`config.mk`:
```
export PLATFORM = sky130hd
export DESIGN_NAME = avt_embsync_gen
export DESIGN_NICKNAME = d
export VERILOG_FILES = /design/src/rtl/avt_pkg.sv /design/src/rtl/avt_regs.sv /design/src/rtl/avt_hpos.sv /design/src/rtl/avt_vblank.sv /design/src/rtl/avt_insert.sv /design/src/rtl/avt_embsync_gen.sv
export SDC_FILE = /design/constraint.sdc
export NUM_CORES = 1
export LEC_CHECK = 0
export ABC_AREA = 1
export BUFFER_PORTS_ARGS = -buffer_cell sky130_fd_sc_hd__buf_4
export CAP_MARGIN = 15
export CORE_MARGIN = 3
export CORE_UTILIZATION = 30
export DETAILED_ROUTE_END_ITERATION = 12
export PLACE_DENSITY = 0.45
export RECOVER_POWER = 100
export SLEW_MARGIN = 20
export SYNTH_ARGS = -nofsm -noshare
export SYNTH_HDL_FRONTEND = slang
export SYNTH_SLANG_ARGS = --single-unit
```
`constraint.sdc`:
```
create_clock -name clk -period 10.4 [get_ports clk]
set_clock_uncertainty 0.2 [all_clocks]
set_input_delay 1.04 -clock clk [delete_from_list [all_inputs] [get_ports clk]]
set_output_delay 1.04 -clock clk [all_outputs]
set_load 0.05 [all_outputs]
```
`src/rtl/avt_pkg.sv`:
```
package avt_pkg;

  localparam logic [2:0] RA_START_LO = 3'd0;
  localparam logic [2:0] RA_START_HI = 3'd1;
  localparam logic [2:0] RA_STOP_LO  = 3'd2;
  localparam logic [2:0] RA_STOP_HI  = 3'd3;
  localparam logic [2:0] RA_OFF_F0   = 3'd4;
  localparam logic [2:0] RA_DUR_F0   = 3'd6;

  typedef enum logic [1:0] {
    SLOT_ONES  = 2'd0,
    SLOT_ZERO0 = 2'd1,
    SLOT_ZERO1 = 2'd2,
    SLOT_STAT  = 2'd3
  } code_slot_e;

  // status byte of a timing code with its protection bits
  function automatic logic [7:0] code_status(input logic f, input logic v, input logic h);
    logic [3:0] prot;
    prot[3] = v ^ h;
    prot[2] = f ^ h;
    prot[1] = f ^ v;
    prot[0] = f ^ v ^ h;
    return {1'b1, f, v, h, prot};
  endfunction

endpackage

```
`src/rtl/avt_regs.sv`:
```
module avt_regs #(
  parameter int PW = 13,
  parameter int LW = 8,
  parameter logic [PW-1:0] START_RST = 13'h12C,
  parameter logic [PW-1:0] STOP_RST  = 13'h62C,
  parameter logic [LW-1:0] OFF_RST   = 8'd5,
  parameter logic [LW-1:0] DUR_RST   = 8'd30
) (
  input  logic                 clk,
  input  logic                 rst_n,
  input  logic                 wr,
  input  logic [2:0]           addr,
  input  logic [7:0]           wdata,
  output logic [PW-1:0]        start_pos,
  output logic [PW-1:0]        stop_pos,
  output logic                 blank_mask,
  output logic [1:0][LW-1:0]   blank_off,
  output logic [1:0][LW-1:0]   blank_dur
);
  import avt_pkg::*;

  localparam int HI_W = PW - 8;

  logic [7:0] start_stage;
  logic [7:0] stop_stage;

  always_ff @(posedge clk or negedge rst_n) begin
    if (!rst_n) begin
      start_stage <= START_RST[7:0];
      stop_stage  <= STOP_RST[7:0];
      start_pos   <= START_RST;
      stop_pos    <= STOP_RST;
      blank_mask  <= 1'b0;
    end else if (wr) begin
      case (addr)
        RA_START_LO: start_stage <= wdata;
        RA_STOP_LO:  stop_stage  <= wdata;
        RA_START_HI: begin
          start_pos  <= {wdata[HI_W-1:0], start_stage};
          blank_mask <= wdata[HI_W];
        end
        RA_STOP_HI:  stop_pos <= {wdata[HI_W-1:0], stop_stage};
        default: ;
      endcase
    end
  end

  for (genvar f = 0; f < 2; f++) begin : g_field
    always_ff @(posedge clk or negedge rst_n) begin
      if (!rst_n) begin
        blank_off[f] <= OFF_RST;
        blank_dur[f] <= DUR_RST;
      end else if (wr) begin
        if (addr == RA_OFF_F0 + 3'(f)) blank_off[f] <= wdata[LW-1:0];
        if (addr == RA_DUR_F0 + 3'(f)) blank_dur[f] <= wdata[LW-1:0];
      end
    end
  end

endmodule

```
`src/rtl/avt_hpos.sv`:
```
module avt_hpos #(
  parameter int PW = 13
) (
  input  logic          clk,
  input  logic          rst_n,
  input  logic          hsync_in,
  output logic          hs_edge,
  output logic [PW-1:0] pos_now
);
  localparam logic [PW-1:0] POS_MAX = {PW{1'b1}};

  logic          hs_q;
  logic [PW-1:0] pos_q;

  function automatic logic [PW-1:0] pos_step(input logic [PW-1:0] p);
    return (p == POS_MAX) ? POS_MAX : p + PW'(1);
  endfunction

  assign hs_edge = hsync_in && !hs_q;
  assign pos_now = hs_edge ? '0 : pos_step(pos_q);

  always_ff @(posedge clk or negedge rst_n) begin
    if (!rst_n) begin
      hs_q  <= 1'b0;
      pos_q <= POS_MAX;
    end else begin
      hs_q  <= hsync_in;
      pos_q <= pos_now;
    end
  end

endmodule

```
`src/rtl/avt_vblank.sv`:
```
module avt_vblank #(
  parameter int LW = 8,
  localparam int CW = LW + 2
) (
  input  logic               clk,
  input  logic               rst_n,
  input  logic               vsync_in,
  input  logic               field_in,
  input  logic               hs_edge,
  input  logic [1:0][LW-1:0] blank_off,
  input  logic [1:0][LW-1:0] blank_dur,
  output logic               vs_edge,
  output logic               field_now,
  output logic               vblank_now
);
  localparam logic [CW-1:0] LINE_MAX = {CW{1'b1}};

  logic          vs_q;
  logic          field_q;
  logic [CW-1:0] line_q;
  logic [CW-1:0] line_now;
  logic [CW-1:0] win_lo;
  logic [CW-1:0] win_hi;

  function automatic logic [CW-1:0] line_step(input logic [CW-1:0] l);
    return (l == LINE_MAX) ? LINE_MAX : l + CW'(1);
  endfunction

  assign vs_edge   = vsync_in && !vs_q;
  assign field_now = vs_edge ? field_in : field_q;
  assign line_now  = vs_edge ? '0 : (hs_edge ? line_step(line_q) : line_q);

  assign win_lo     = CW'(blank_off[field_now]);
  assign win_hi     = win_lo + CW'(blank_dur[field_now]);
  assign vblank_now = (line_now >= win_lo) && (line_now < win_hi);

  always_ff @(posedge clk or negedge rst_n) begin
    if (!rst_n) begin
      vs_q    <= 1'b0;
      field_q <= 1'b0;
      line_q  <= '0;
    end else begin
      vs_q    <= vsync_in;
      field_q <= field_now;
      line_q  <= line_now;
    end
  end

endmodule

```
`src/rtl/avt_insert.sv`:
```
module avt_insert #(
  parameter int PW = 13,
  parameter int DW = 8,
  localparam int EW = PW + 2
) (
  input  logic          clk,
  input  logic          rst_n,
  input  logic [PW-1:0] pos_now,
  input  logic [PW-1:0] start_pos,
  input  logic [PW-1:0] stop_pos,
  input  logic          blank_mask,
  input  logic          vblank_now,
  input  logic          field_now,
  input  logic          vsync_in,
  input  logic [DW-1:0] pix_in,
  output logic          code_now,
  output logic          status_q,
  output logic [DW-1:0] pix_out,
  output logic          de_out,
  output logic          vblank_out,
  output logic          vsync_out
);
  import avt_pkg::*;

  // stop position after rounding the active span up to an even length
  function automatic logic [PW:0] span_end(input logic [PW-1:0] a, input logic [PW-1:0] b);
    return {1'b0, b} + (PW+1)'(a[0] ^ b[0]);
  endfunction

  logic [EW-1:0] p, s, e;
  logic [EW-1:0] d_eav, d_sav;
  logic          in_eav, in_sav, in_act;
  code_slot_e    slot;
  logic [7:0]    st8;
  logic [DW-1:0] st_word;
  logic [DW-1:0] code_word;
  logic          de_now;

  assign p = EW'(pos_now);
  assign s = EW'(start_pos);
  assign e = EW'(span_end(start_pos, stop_pos));

  assign d_eav = p - e;
  assign d_sav = p - s;

  assign in_eav = (p >= e) && (p < e + EW'(4));
  assign in_sav = (p + EW'(4) >= s) && (p < s);
  assign in_act = (p >= s) && (p < e);

  assign code_now = in_eav || in_sav;
  assign slot     = code_slot_e'(in_eav ? d_eav[1:0] : d_sav[1:0]);
  assign st8      = code_status(field_now, vblank_now, in_eav);

  if (DW == 8) begin : g_st8
    assign st_word = st8;
  end else begin : g_stwide
    assign st_word = {st8, {(DW-8){1'b0}}};
  end

  always_comb begin
    case (slot)
      SLOT_ONES:  code_word = {DW{1'b1}};
      SLOT_STAT:  code_word = st_word;
      default:    code_word = '0;
    endcase
  end

  assign de_now = in_act && !(blank_mask && vblank_now);

  always_ff @(posedge clk or negedge rst_n) begin
    if (!rst_n) begin
      pix_out    <= '0;
      de_out     <= 1'b0;
      vblank_out <= 1'b0;
      vsync_out  <= 1'b0;
      status_q   <= 1'b0;
    end else begin
      pix_out    <= code_now ? code_word : pix_in;
      de_out     <= de_now;
      vblank_out <= vblank_now;
      vsync_out  <= vsync_in;
      status_q   <= code_now && (slot == SLOT_STAT);
    end
  end

endmodule

```
`src/rtl/avt_embsync_gen.sv`:
```
module avt_embsync_gen #(
  parameter int PW = 13,
  parameter int DW = 8,
  parameter int LW = 8
) (
  input  logic          clk,
  input  logic          rst_n,
  input  logic          hsync_in,
  input  logic          vsync_in,
  input  logic          field_in,
  input  logic [DW-1:0] pix_in,
  input  logic          reg_wr,
  input  logic [2:0]    reg_addr,
  input  logic [7:0]    reg_wdata,
  output logic [DW-1:0] pix_out,
  output logic          de_out,
  output logic          vblank_out,
  output logic          vsync_out
);

  logic [PW-1:0]      start_pos;
  logic [PW-1:0]      stop_pos;
  logic               blank_mask;
  logic [1:0][LW-1:0] blank_off;
  logic [1:0][LW-1:0] blank_dur;
  logic               hs_edge;
  logic [PW-1:0]      pos_now;
  logic               vs_edge;
  logic               field_now;
  logic               vblank_now;
  logic               code_now;
  logic               status_q;

  avt_regs #(.PW(PW), .LW(LW)) u_regs (
    .clk        (clk),
    .rst_n      (rst_n),
    .wr         (reg_wr),
    .addr       (reg_addr),
    .wdata      (reg_wdata),
    .start_pos  (start_pos),
    .stop_pos   (stop_pos),
    .blank_mask (blank_mask),
    .blank_off  (blank_off),
    .blank_dur  (blank_dur)
  );

  avt_hpos #(.PW(PW)) u_hpos (
    .clk      (clk),
    .rst_n    (rst_n),
    .hsync_in (hsync_in),
    .hs_edge  (hs_edge),
    .pos_now  (pos_now)
  );

  avt_vblank #(.LW(LW)) u_vblank (
    .clk        (clk),
    .rst_n      (rst_n),
    .vsync_in   (vsync_in),
    .field_in   (field_in),
    .hs_edge    (hs_edge),
    .blank_off  (blank_off),
    .blank_dur  (blank_dur),
    .vs_edge    (vs_edge),
    .field_now  (field_now),
    .vblank_now (vblank_now)
  );

  avt_insert #(.PW(PW), .DW(DW)) u_insert (
    .clk        (clk),
    .rst_n      (rst_n),
    .pos_now    (pos_now),
    .start_pos  (start_pos),
    .stop_pos   (stop_pos),
    .blank_mask (blank_mask),
    .vblank_now (vblank_now),
    .field_now  (field_now),
    .vsync_in   (vsync_in),
    .pix_in     (pix_in),
    .code_now   (code_now),
    .status_q   (status_q),
    .pix_out    (pix_out),
    .de_out     (de_out),
    .vblank_out (vblank_out),
    .vsync_out  (vsync_out)
  );

endmodule

```
==> results of run 1 <==
cells in the mapped netlist (2+ instances only):
| cell type | instances |
|---|---|
| nand3_1 | 37 |
| nand2_2 | 10 |
| nor2_1 | 59 |
| nor3b_1 | 2 |
| a21oi_1 | 63 |
| or2_2 | 2 |
| dfstp_2 | 40 |
| nand3b_1 | 2 |
| inv_2 | 6 |
| o21ai_0 | 91 |
| o21ai_1 | 2 |
| nor3_1 | 10 |
| nor2_2 | 4 |
| a211oi_1 | 2 |
| o21a_1 | 2 |
| dfrtp_1 | 71 |
| nor2_4 | 5 |
| a31oi_1 | 3 |
| nand3_2 | 4 |
| inv_1 | 145 |
| nand2_4 | 2 |
| xor2_1 | 26 |
| xnor2_1 | 9 |
| mux2_2 | 2 |
| clkbuf_1 | 13 |
| nand2_1 | 253 |
| ha_1 | 81 |
| nand4_1 | 11 |
| o21bai_1 | 3 |
per-stage QoR:
step                worst slack, ns  total power [mW]   util  instance area, um2  std cells
CTS                            4.64              1.44  0.345                8470       1343
floorplan                      5.53             0.941      -                7550        980
finish                         4.35              1.41  0.340                8350       1343
detailed placement             4.28              1.08  0.333                8180       1327
global placement               4.39              1.08  0.333                8180       1327
global route                   3.22              1.54  0.340                8350       1343
flip-flops by register name, summed over array words and instances (netlist names), 8 cells and up:
| register | flops |
|---|---|
| u_hpos.pos_q | 13 |
| u_insert.pix_out | 8 |
| u_regs.blank_dur | 16 |
| u_regs.blank_off | 16 |
| u_regs.start_pos | 13 |
| u_regs.start_stage | 8 |
| u_regs.stop_pos | 13 |
| u_regs.stop_stage | 8 |
| u_vblank.line_q | 10 |
tightest hold or removal path, delay by kind of cell (launching register included):
| kind | cells | cell delay, ns |
|---|---|---|
| compound gates | 1 | 0.06 |
| simple gates | 1 | 0.05 |
| flops | 1 | 0.35 |
cell families (layout without fill, tap and decap cells):
group,count (synthesis),in the layout
compound gates,173,173
xor+xnor,35,35
fa+ha+maj,82,82
buf+inv,168,207
flops,111,111
mux,2,2
simple gates,409,409
where the power goes:
| group | internal (mW) | switching [mW] |
|---|---|---|
| Sequential | 0.521 | 0.0418 |
| Combinational | 0.177 | 0.322 |
| Clock | 0.169 | 0.181 |
| Total | 0.867 | 0.544 |
worst min-delay path by stage:
| stage | endpoint | slack [ns] | depth (start not counted) |
|---|---|---|---|
| floorplan | u_regs.stop_stage[0] | 0.25 | 2 |
| global placement | u_regs.stop_stage[0] | 0.27 | 2 |
| detailed placement | u_regs.blank_off[12] | 0.27 | 2 |
| CTS | u_regs.start_pos[9] | 0.30 | 2 |
| global route | u_regs.start_pos[8] | 0.30 | 2 |
| finish | u_regs.start_stage[0] | 0.29 | 2 |
area by class of cell:
cell class                 instances  area [um2]  area share
timing repair buffer              38         221      0.0265
clock buffer                       9         225      0.0270
tap                              324         405      0.0485
multi-input combinational        701        4030       0.483
inverter                         153         578      0.0692
sequential                       111        2830       0.339
clock inverter                     7        63.8     0.00764
metal layers:
metal,vias up,global-route usage
li1,3215,-
met1,2738,0.234
met2,73,0.221
met3,12,0.0156
met4,0,0.0389
met5,-,0
==> impl_metrics.csv, run 1 <==
group,metric,value,unit
outcome,status,"finished, violations left",
outcome,violations,"capacitance limit, slew limit",
yosys,syn_avg_cell_area,7.71,um2
yosys,synth_simple_gate_area_frac,0.238,
drt,vias,6038,
floorplanning,die-width,165,um
cells_and_area,layout-drive-gt1-share,0.108,
global_routing,grt_pass1_wl,31700,um
drt,drt_pre_antenna_iters,5,
floorplanning,dieArea,27100,um2
worst_setup_path,startpoint_type,"input port",
global_routing,grt_pass1_vias,5799,
drt,via_per_inst,4.50,
pwr,power_density,169,nW/um2
worst_setup_path,crit_family,"buffers and inverters",
global_routing,grt_max_degree,61,
drt,totalWireLength,19300,um
worst_setup_path,crit_fanout,60,
yosys,synth_adder_area_share,0.137,
placement,numPortBuffers,35,
drt,drc,0,
timing,hold_violations,0,
placement,dp.final_hpwl,14800,um
flow_run,drv_cap,2,
worst_setup_path,critPathArrivalTime,5.59,ns
yosys,synth_area_leaders,"dfrtp_1, dfstp_2, ha_1, nand2_1, inv_1",
worst_setup_path,cpPeakStageDelay,2.41,ns
floorplanning,die_h,165,um
worst_setup_path,regToRegSetupSlack,4.45,ns
yosys,async_flop_share,1.00,
timing,tightest_slew,3.23,ns
timing,holdWs,0.288,ns
drt,wl_met1,10600,um
clock_tree,clk_latency,0.36,ns
cells_and_area,mostFrequentLayoutCells,"nand2_1, inv_1, o21ai_0",
clock_tree,clkSinkCount,111,
clock_tree,cts_tree,"built",
floorplanning,core-area,24500,um2
clock_tree,cts_setup_buffers,0,
cells_and_area,finish.net_count,1121,
yosys,synth_xor_area_frac,0.0406,
worst_setup_path,required,9.94,ns
yosys,synth_top_area_share,0.235,
worst_setup_path,r2r_end,"u_insert.pix_out[2]",
clock_tree,clk_path_buf_depth,2,
yosys,synth_edf_count,0,
timing,fin_setup_tns,0,ns
timing,relSlewSlack,-1.15,
clock_tree,htree_num_levels,3,
worst_setup_path,path_buf_inv,2,
worst_setup_path,worst_setup_path_end_kind,"asynchronous set/reset pin",
drt,dr_wl_met2,7940,um
global_routing,grt_overflow,0,
yosys,synth.ff_latch_count,111,
clock_tree,clock-root-buffer,"clkbuf_16",
yosys,synth_top_family_by_area,"simple AND/OR/NAND/NOR gates",
worst_setup_path,criticalPathCategory,"in2async",
worst_setup_path,crit_cells,2,
pwr,p_leak,4.20,nW
yosys,syn-num-nets,1087,
timing,final.min_clock_period,6.05,ns
worst_setup_path,path_cells,"clkbuf_1, clkbuf_1",
floorplanning,rows,57,
drt,top_layer,"met4",
clock_tree,cts_made_buffers,9,
drt,routedWlPerCell,14.3,um
clock_tree,cts_resized,0,
floorplanning,ios,36,
clock_tree,hold_buffers,0,
worst_setup_path,timing.rr.start,"u_hpos.pos_q[0]",
worst_setup_path,crit_end,"u_insert.pix_out[1]",
yosys,synth_ff_type,"dfrtp_1",
timing,fmax,0.165,GHz
worst_setup_path,cpMaxStageDelayCell,"clkbuf_1",
drt,drtIter0Drc,252,
drt,antenna_left,0,
yosys,synth_area_leader_cell,"dfrtp_1",
worst_hold_path,hp-start,"u_regs.start_stage[0]",
worst_setup_path,crit_path_start,"rst_n",
timing,setup_viol,0,
cells_and_area,diodes,0,
worst_setup_path,worst-r2r-cell-count,30,
floorplanning,start_util,0.308,
cells_and_area,flow.area_growth_from_synthesis,10.6,%
yosys,yosys_warnings,0,
global_routing,antenna_found_initial,0,
yosys,yosysSeqAreaShare,0.374,
yosys,synth_mux_area_frac,0.00298,
worst_setup_path,cpMostUsedCell,"clkbuf_1",
pwr,ir_drop,119,uV
cells_and_area,fillCellCount,2693,
yosys,synthCells,980,
yosys,syn-cell-area,7550,um2
drt,wl_met3,473,um
cells_and_area,layout_commonest_cell,"nand2_1",
timing,rsz0062_at_grt,"no",
global_routing,grt_usage,0.151,
yosys,synth_compound_area_frac,0.122,
placement,place_congestion,0.807,
timing,maxSlewViolCount,114,
clock_tree,clkSlewWorstSetupHoldPaths,0.08,ns
timing,period_share,0.581,
worst_hold_path,min_path_type,"reg2reg",
yosys,yosysUniqueCellTypes,49,
No activity file was read; power rests on OpenSTA's default activity.
==> run 2: changes to the inputs <==
--- a/config.mk
+++ b/config.mk
@@ -5,13 +5,13 @@
 export SDC_FILE = /design/constraint.sdc
 export NUM_CORES = 1
 export LEC_CHECK = 0
-export ABC_AREA = 1
+export ABC_AREA = 0
 export BUFFER_PORTS_ARGS = -buffer_cell sky130_fd_sc_hd__buf_4
 export CAP_MARGIN = 15
 export CORE_MARGIN = 3
 export CORE_UTILIZATION = 30
 export DETAILED_ROUTE_END_ITERATION = 12
-export PLACE_DENSITY = 0.45
+export PLACE_DENSITY = 0.46
 export RECOVER_POWER = 100
 export SLEW_MARGIN = 20
 export SYNTH_ARGS = -nofsm -noshare
==> constraint.sdc (replaced) <==
create_clock -name clk -period 5.17 [get_ports clk]
set_clock_uncertainty 0.2 [all_clocks]
set_input_delay 0.517 -clock clk [delete_from_list [all_inputs] [get_ports clk]]
set_output_delay 0.517 -clock clk [all_outputs]
set_load 0.05 [all_outputs]
==> run 2 against run 1 <==
  * The flow still finishes with violations (capacitance limit, slew limit)
  * Via count fell by 4.2%
  * Final cell count fell by 12%
  * Clock-buffer cell count did not move
  * Global-route usage fell by 0.37 points
  * Worst hold slack got worse by 0.20 ns
  * Area after synthesis rose by 2.8%
  * Critical path type is now reg2reg
==> impl_metrics.csv, run 2 <==
group,metric,value,unit
timing,setup_viol,0,
clock_tree,clkSinkCount,111,
timing,final.min_clock_period,5.14,ns
worst_setup_path,cpPeakStageDelay,0.48,ns
yosys,synth.ff_latch_count,111,
timing,maxSlewViolCount,40,
worst_setup_path,crit_path_start,"u_regs.start_pos[0]",
yosys,synth_ff_type,"dfrtp_1",
drt,drc,0,
cells_and_area,instances_no_fill,1184,
yosys,syn_avg_cell_area,10.0,um2
worst_setup_path,path_buf_inv,2,
flow_run,drv_cap,3,
worst_setup_path,startpoint_type,"register",
clock_tree,clock-root-buffer,"clkbuf_16",
pwr,total_power,3.47,mW
timing,rsz0062_at_grt,"yes",
timing,hold_violations,0,
timing,relSlewSlack,-0.533,
clock_tree,cts_tree,"built",
placement,dp.final_hpwl,15500,um
floorplanning,rows,58,
timing,setup_slack,0.0251,ns
worst_setup_path,critPathArrivalTime,5.20,ns
drt,via_per_inst,4.89,
cells_and_area,mostFrequentLayoutCells,"nand2_1, ha_1, dfrtp_1",
yosys,synth_most_common_cell,"nand2_1",
drt,drt_pre_antenna_iters,4,
timing,fmax,0.194,GHz
worst_setup_path,crit_family,"compound AO/OA/AOI/OAI gates",
yosys,synthCells,773,
yosys,yosys_warnings,0,
floorplanning,die_h,167,um
pwr,ir_drop,177,uV
cells_and_area,flow.area_growth_from_synthesis,17.4,%
global_routing,antenna_found_initial,0,
pwr,p_leak,4.09,nW
placement,numPortBuffers,35,
worst_hold_path,hp-start,"vsync_in",
worst_setup_path,required,5.22,ns
drt,antenna_left,0,
worst_setup_path,crit_fanout,7,
worst_setup_path,worst_setup_path_end_kind,"register",
yosys,synth_top_area_share,0.229,
yosys,synth_area_leader_cell,"dfrtp_1",
cells_and_area,diodes,0,
global_routing,grt_overflow,0,
drt,drtIter0Drc,299,
yosys,syn-num-nets,880,
clock_tree,clk_path_buf_depth,2,
floorplanning,dieArea,27800,um2
cells_and_area,fillCellCount,2577,
drt,vias,5785,
timing,tightest_slew,2.30,ns
yosys,synth_area_leaders,"dfrtp_1, dfstp_2, ha_1, mux2_2, nand2_1",
floorplanning,start_util,0.307,
yosys,yosysUniqueCellTypes,80,
yosys,syn-cell-area,7760,um2
timing,holdWs,0.0874,ns
clock_tree,clk_latency,0.37,ns
cells_and_area,finish.net_count,956,
drt,routedWlPerCell,16.9,um
global_routing,grt_max_degree,48,
clock_tree,clkSlewWorstSetupHoldPaths,0.08,ns
pwr,power_density,380,nW/um2
floorplanning,core-area,25300,um2
placement,pre_cts_ws,-0.0475,ns
yosys,synth_edf_count,0,
yosys,async_flop_share,1.00,
placement,place_congestion,0.857,
yosys,yosys-top-cells-count,"nand2_1, ha_1, dfrtp_1",
cells_and_area,layout-drive-gt1-share,0.276,
global_routing,grt_pass1_wl,32400,um
placement,dp.cells,1159,
floorplanning,ios,36,
outcome,violations,"capacitance limit, slew limit",
worst_setup_path,timing.rr.start,"u_regs.start_pos[0]",
timing,fin_setup_tns,0,ns
worst_setup_path,path_cells,"inv_2, ha_4, ha_4, a21bo_4, o41a_1, a2111oi_4, xor2_1, ha_1, and4_1, o2111ai_1, a21oi_1, a211oi_2, a21o_4, and2_4, mux2_4, ha_4, xnor2_4, xor2_1, ha_2, buf_6, a211oi_2, a211o_1",
floorplanning,die-width,167,um
worst_setup_path,cpMostUsedCell,"ha_4",
timing,period_share,0.995,
outcome,status,"finished, violations left",
yosys,yosysSeqAreaShare,0.364,
worst_setup_path,cpMaxStageDelayCell,"o41a_1",
clock_tree,htree_num_levels,3,
global_routing,grt_pass1_vias,5763,
cells_and_area,layout_commonest_cell,"nand2_1",
worst_setup_path,criticalPathCategory,"reg2reg",
clock_tree,cts_made_buffers,9,
global_routing,grt_usage,0.147,
cells_and_area,reg.largest.list,"u_regs.blank_dur x16, u_regs.blank_off x16",
worst_hold_path,min_path_type,"in2reg",
drt,totalWireLength,20000,um
[run 2: cell type report]
class                      instances  area, um2  share of cell area
multi-input combinational        593       4780               0.525
inverter                          43        161              0.0177
clock inverter                     7       95.1              0.0104
clock buffer                       9        225              0.0247
sequential                       111       2830               0.310
tap                              330        413              0.0453
timing repair buffer              91        609              0.0668
[run 2: routing by layer]
layer,share of wire,global-route usage,up-vias
met4,0.014,0.0384,0
met5,0,0,-
li1,-,-,2945
met2,0.43,0.216,60
met3,0.016,0.0176,14
met1,0.54,0.227,2766
[run 2: report_power, final]
group	switching [mW]	internal [mW]	total, mW
Sequential	0.139	1.08	1.22
Combinational	0.806	0.700	1.51
Clock	0.392	0.354	0.746
[run 2: final timing paths]
path                       slack [ns]                   to  depth (start not counted)
hold reg to reg                  0.28  u_regs.start_pos[3]                          2
max in group asynchronous        1.32  u_insert.pix_out[7]                          3
min in group asynchronous        1.20  u_regs.start_pos[9]                          2
setup reg to reg                 0.03  u_insert.pix_out[4]                         22
setup / recovery                 0.03  u_insert.pix_out[4]                         22
hold / removal                   0.09   u_insert.vsync_out                          1
[run 2: per-stage QoR]
stage	util	cell area [um2]
finish	0.360	9110
floorplan	-	7850
global placement	0.346	8760
detailed placement	0.346	8760
CTS	0.360	9120
global route	0.360	9110
[run 2: cells by family (layout without fill, tap and decap cells)]
| kind of cell | after synthesis | in the layout | share of synthesized area |
|---|---|---|---|
| AO/OA/AOI/OAI | 158 | 158 | 0.147 |
| XOR/XNOR | 47 | 47 | 0.0548 |
| adder cells (fa/ha/maj) | 82 | 82 | 0.133 |
| buffers and inverters | 69 | 150 | 0.0380 |
| flip-flops | 111 | 111 | 0.364 |
| multiplexers | 69 | 69 | 0.101 |
| AND/OR/NAND/NOR | 237 | 237 | 0.162 |
[run 2: timing repair]
item	CTS	global route
hold buffers	1	0
setup endpoints to repair	6	8
resized for setup	6	10
endpoints found under the hold margin	20	0
pin swaps	1	9
buffers inserted	0	8
==> run 3: changes to the inputs <==
--- a/config.mk
+++ b/config.mk
@@ -9,9 +9,9 @@
 export BUFFER_PORTS_ARGS = -buffer_cell sky130_fd_sc_hd__buf_4
 export CAP_MARGIN = 15
 export CORE_MARGIN = 3
-export CORE_UTILIZATION = 30
+export CORE_UTILIZATION = 63
 export DETAILED_ROUTE_END_ITERATION = 12
-export PLACE_DENSITY = 0.46
+export PLACE_DENSITY = 0.81
 export RECOVER_POWER = 100
 export SLEW_MARGIN = 20
 export SYNTH_ARGS = -nofsm -noshare
==> constraint.sdc (replaced) <==
create_clock -name clk -period 5.91 [get_ports clk]
set_clock_uncertainty 0.2 [all_clocks]
set_input_delay 0.591 -clock clk [delete_from_list [all_inputs] [get_ports clk]]
set_output_delay 0.591 -clock clk [all_outputs]
set_load 0.05 [all_outputs]
==> run 3 against run 2 <==
  * The flow still finishes with violations (capacitance limit, slew limit)
  * First-iteration DRC count is 33% higher
  * Via count increased by 4.9%
  * Sequential power down 12%
  * Largest cell class unchanged
==> impl_metrics.csv, run 3 (synthesis gave the netlist of run 2 again) <==
group,metric,value,unit
floorplanning,dieArea,13700,um2
floorplanning,die-width,117,um
clock_tree,clock-root-buffer,"clkbuf_16",
cells_and_area,instances_no_fill,964,
clock_tree,cts_tree,"built",
worst_setup_path,cpMaxStageDelayCell,"dfstp_1",
clock_tree,htree_num_levels,3,
floorplanning,die_h,117,um
clock_tree,cts_made_buffers,9,
worst_setup_path,required,6.00,ns
timing,maxSlewViolCount,114,
worst_setup_path,crit_fanout,9,
pwr,seqPwrFrac,0.367,
clock_tree,clkSinkCount,111,
timing,setup_slack,0.241,ns
pwr,power_density,342,nW/um2
pwr,combPwrFrac,0.428,
clock_tree,clk_latency,0.35,ns
drt,drc,0,
drt,totalWireLength,18600,um
timing,relSlewSlack,-0.437,
cells_and_area,fin_area,8500,um2
timing,final.min_clock_period,5.67,ns
placement,post_dp_cell_area,8220,um2
timing,period_share,0.959,
drt,drtIter0Drc,397,
clock_tree,clk_path_buf_depth,2,
cells_and_area,flow.area_growth_from_synthesis,9.44,%
pwr,switching_share,0.383,
pwr,p_leak,3.91,nW
worst_setup_path,path_cells,"ha_1, clkbuf_1, and3_1, nand3_1, a21oi_4, and2_0, ha_1, nand2_1, nor3b_1, o21ai_0, a211o_1, a31oi_1, buf_4, and2_4, mux2_2, ha_1, xnor2_2, xor2_1, ha_2, buf_4, a211oi_2, a211o_1",
cells_and_area,reg.largest.list,"u_regs.blank_dur x16, u_regs.blank_off x16",
worst_setup_path,criticalPathCategory,"reg2reg",
worst_setup_path,cpMostUsedCell,"ha_1",
drt,vias,6067,
pwr,ir_drop,269,uV
cells_and_area,layout-drive-gt1-share,0.229,
cells_and_area,mostFrequentLayoutCells,"nand2_1, ha_1, dfrtp_1",
global_routing,grt_pass1_wl,30100,um
worst_setup_path,regToRegSetupSlack,0.24,ns
placement,pre_cts_ws,0.101,ns
placement,dp.final_hpwl,14100,um
cells_and_area,finish.net_count,923,
drt,drt_pre_antenna_iters,7,
worst_setup_path,worst_setup_path_end_kind,"register",
outcome,violations,"capacitance limit, slew limit",
global_routing,grt_overflow,0,
timing,fin_setup_tns,0,ns
placement,place_congestion,0.978,
placement,numPortBuffers,35,
floorplanning,start_util,0.663,
cells_and_area,layout_commonest_cell,"nand2_1",
floorplanning,ios,36,
pwr,pwr-share-clk,0.206,
clock_tree,clkSlewWorstSetupHoldPaths,0.07,ns
drt,via_per_inst,6.29,
pwr,internal-power,1.79,mW
flow_run,drv_cap,2,
timing,tightest_slew,2.16,ns
floorplanning,core-area,11700,um2
drt,routedWlPerCell,19.3,um
worst_setup_path,critPathArrivalTime,5.76,ns
global_routing,grt_pass1_vias,6040,
timing,hold_violations,0,
pwr,switchingPower,1.12,mW
timing,fmax,0.176,GHz
floorplanning,rows,39,
worst_setup_path,cpPeakStageDelay,0.54,ns
drt,antenna_left,0,
clock_tree,hold_buffers,0,
global_routing,grt_max_degree,71,
worst_hold_path,min_path_type,"in2reg",
timing,setup_viol,0,
outcome,status,"finished, violations left",
global_routing,grt_usage,0.285,
cells_and_area,post-route-util,0.726,
global_routing,antenna_found_initial,0,
cells_and_area,diodes,0,
placement,dp.cells,943,
worst_setup_path,startpoint_type,"register",
[run 3: worst max-delay path: cells and delay by family, from the launching register on]
| family | cells | cell delay, ns |
|---|---|---|
| DFF | 1 | 0.54 |
| buffers and inverters | 3 | 0.67 |
| AOI/OAI and AO/OA | 6 | 1.25 |
| adders and majority gates | 4 | 0.97 |
| muxes | 1 | 0.34 |
| and+or+nand+nor | 6 | 1.25 |
| xor gates and xnor gates | 2 | 0.37 |
[run 3: stage by stage]
stage | hold slack (ns) | total power [mW]
2_1_floorplan | 0.0954 | 1.93
3_3_place_gp | 0.243 | 2.18
3_5_place_dp | 0.249 | 2.25
4_1_cts | 0.00774 | 2.86
5_1_grt | 0.164 | 3.11
6_report | 0.174 | 2.91
[run 3: cell type report]
cell class / count / area (um2)
Inverter: 43 / 161
Fill cell: 858 / 3210
Multi-Input combinational cell: 593 / 4680
Timing Repair Buffer: 58 / 358
Clock inverter: 5 / 53.8
Clock buffer: 11 / 243
Sequential cell: 111 / 2830
Tap cell: 143 / 179
[run 3: final timing paths]
kind                                         from                   to  cells after the start
worst max-delay path              u_hpos.pos_q[0]  u_insert.pix_out[4]                     22
worst min-delay path                     vsync_in   u_insert.vsync_out                      1
worst max register to register    u_hpos.pos_q[0]  u_insert.pix_out[4]                     22
worst min register to register  u_regs.blank_mask      u_insert.de_out                      1
max in group asynchronous                   rst_n   u_vblank.line_q[8]                      2
min in group asynchronous                   rst_n  u_regs.blank_dur[5]                      1
[run 3: power by group through the flow]
stage / clock [mW] / sequential (mW) / combinational, mW
5_1_grt: 0.637 / 1.09 / 1.38
6_report: 0.598 / 1.07 / 1.24
3_3_place_gp: 0 / 1.07 / 1.11
2_1_floorplan: 0 / 1.05 / 0.883
4_1_cts: 0.607 / 1.06 / 1.19
3_5_place_dp: 0 / 1.08 / 1.17
[run 3: layer usage]
layer / part of all wire / global-route usage / vias to the layer above / wire, um
met2: 0.48 / 0.470 / 200 / 8920
met4: 0.021 / 0.0910 / 0 / 382
met5: 0 / 0 / - / 0
met3: 0.052 / 0.0494 / 35 / 971
li1: - / - / 2884 / -
met1: 0.45 / 0.387 / 2948 / 8310
[run 3: timing repair]
action	in CTS	in global routing
setup endpoints to repair	0	8
setup buffers	0	5
resized for setup	0	11
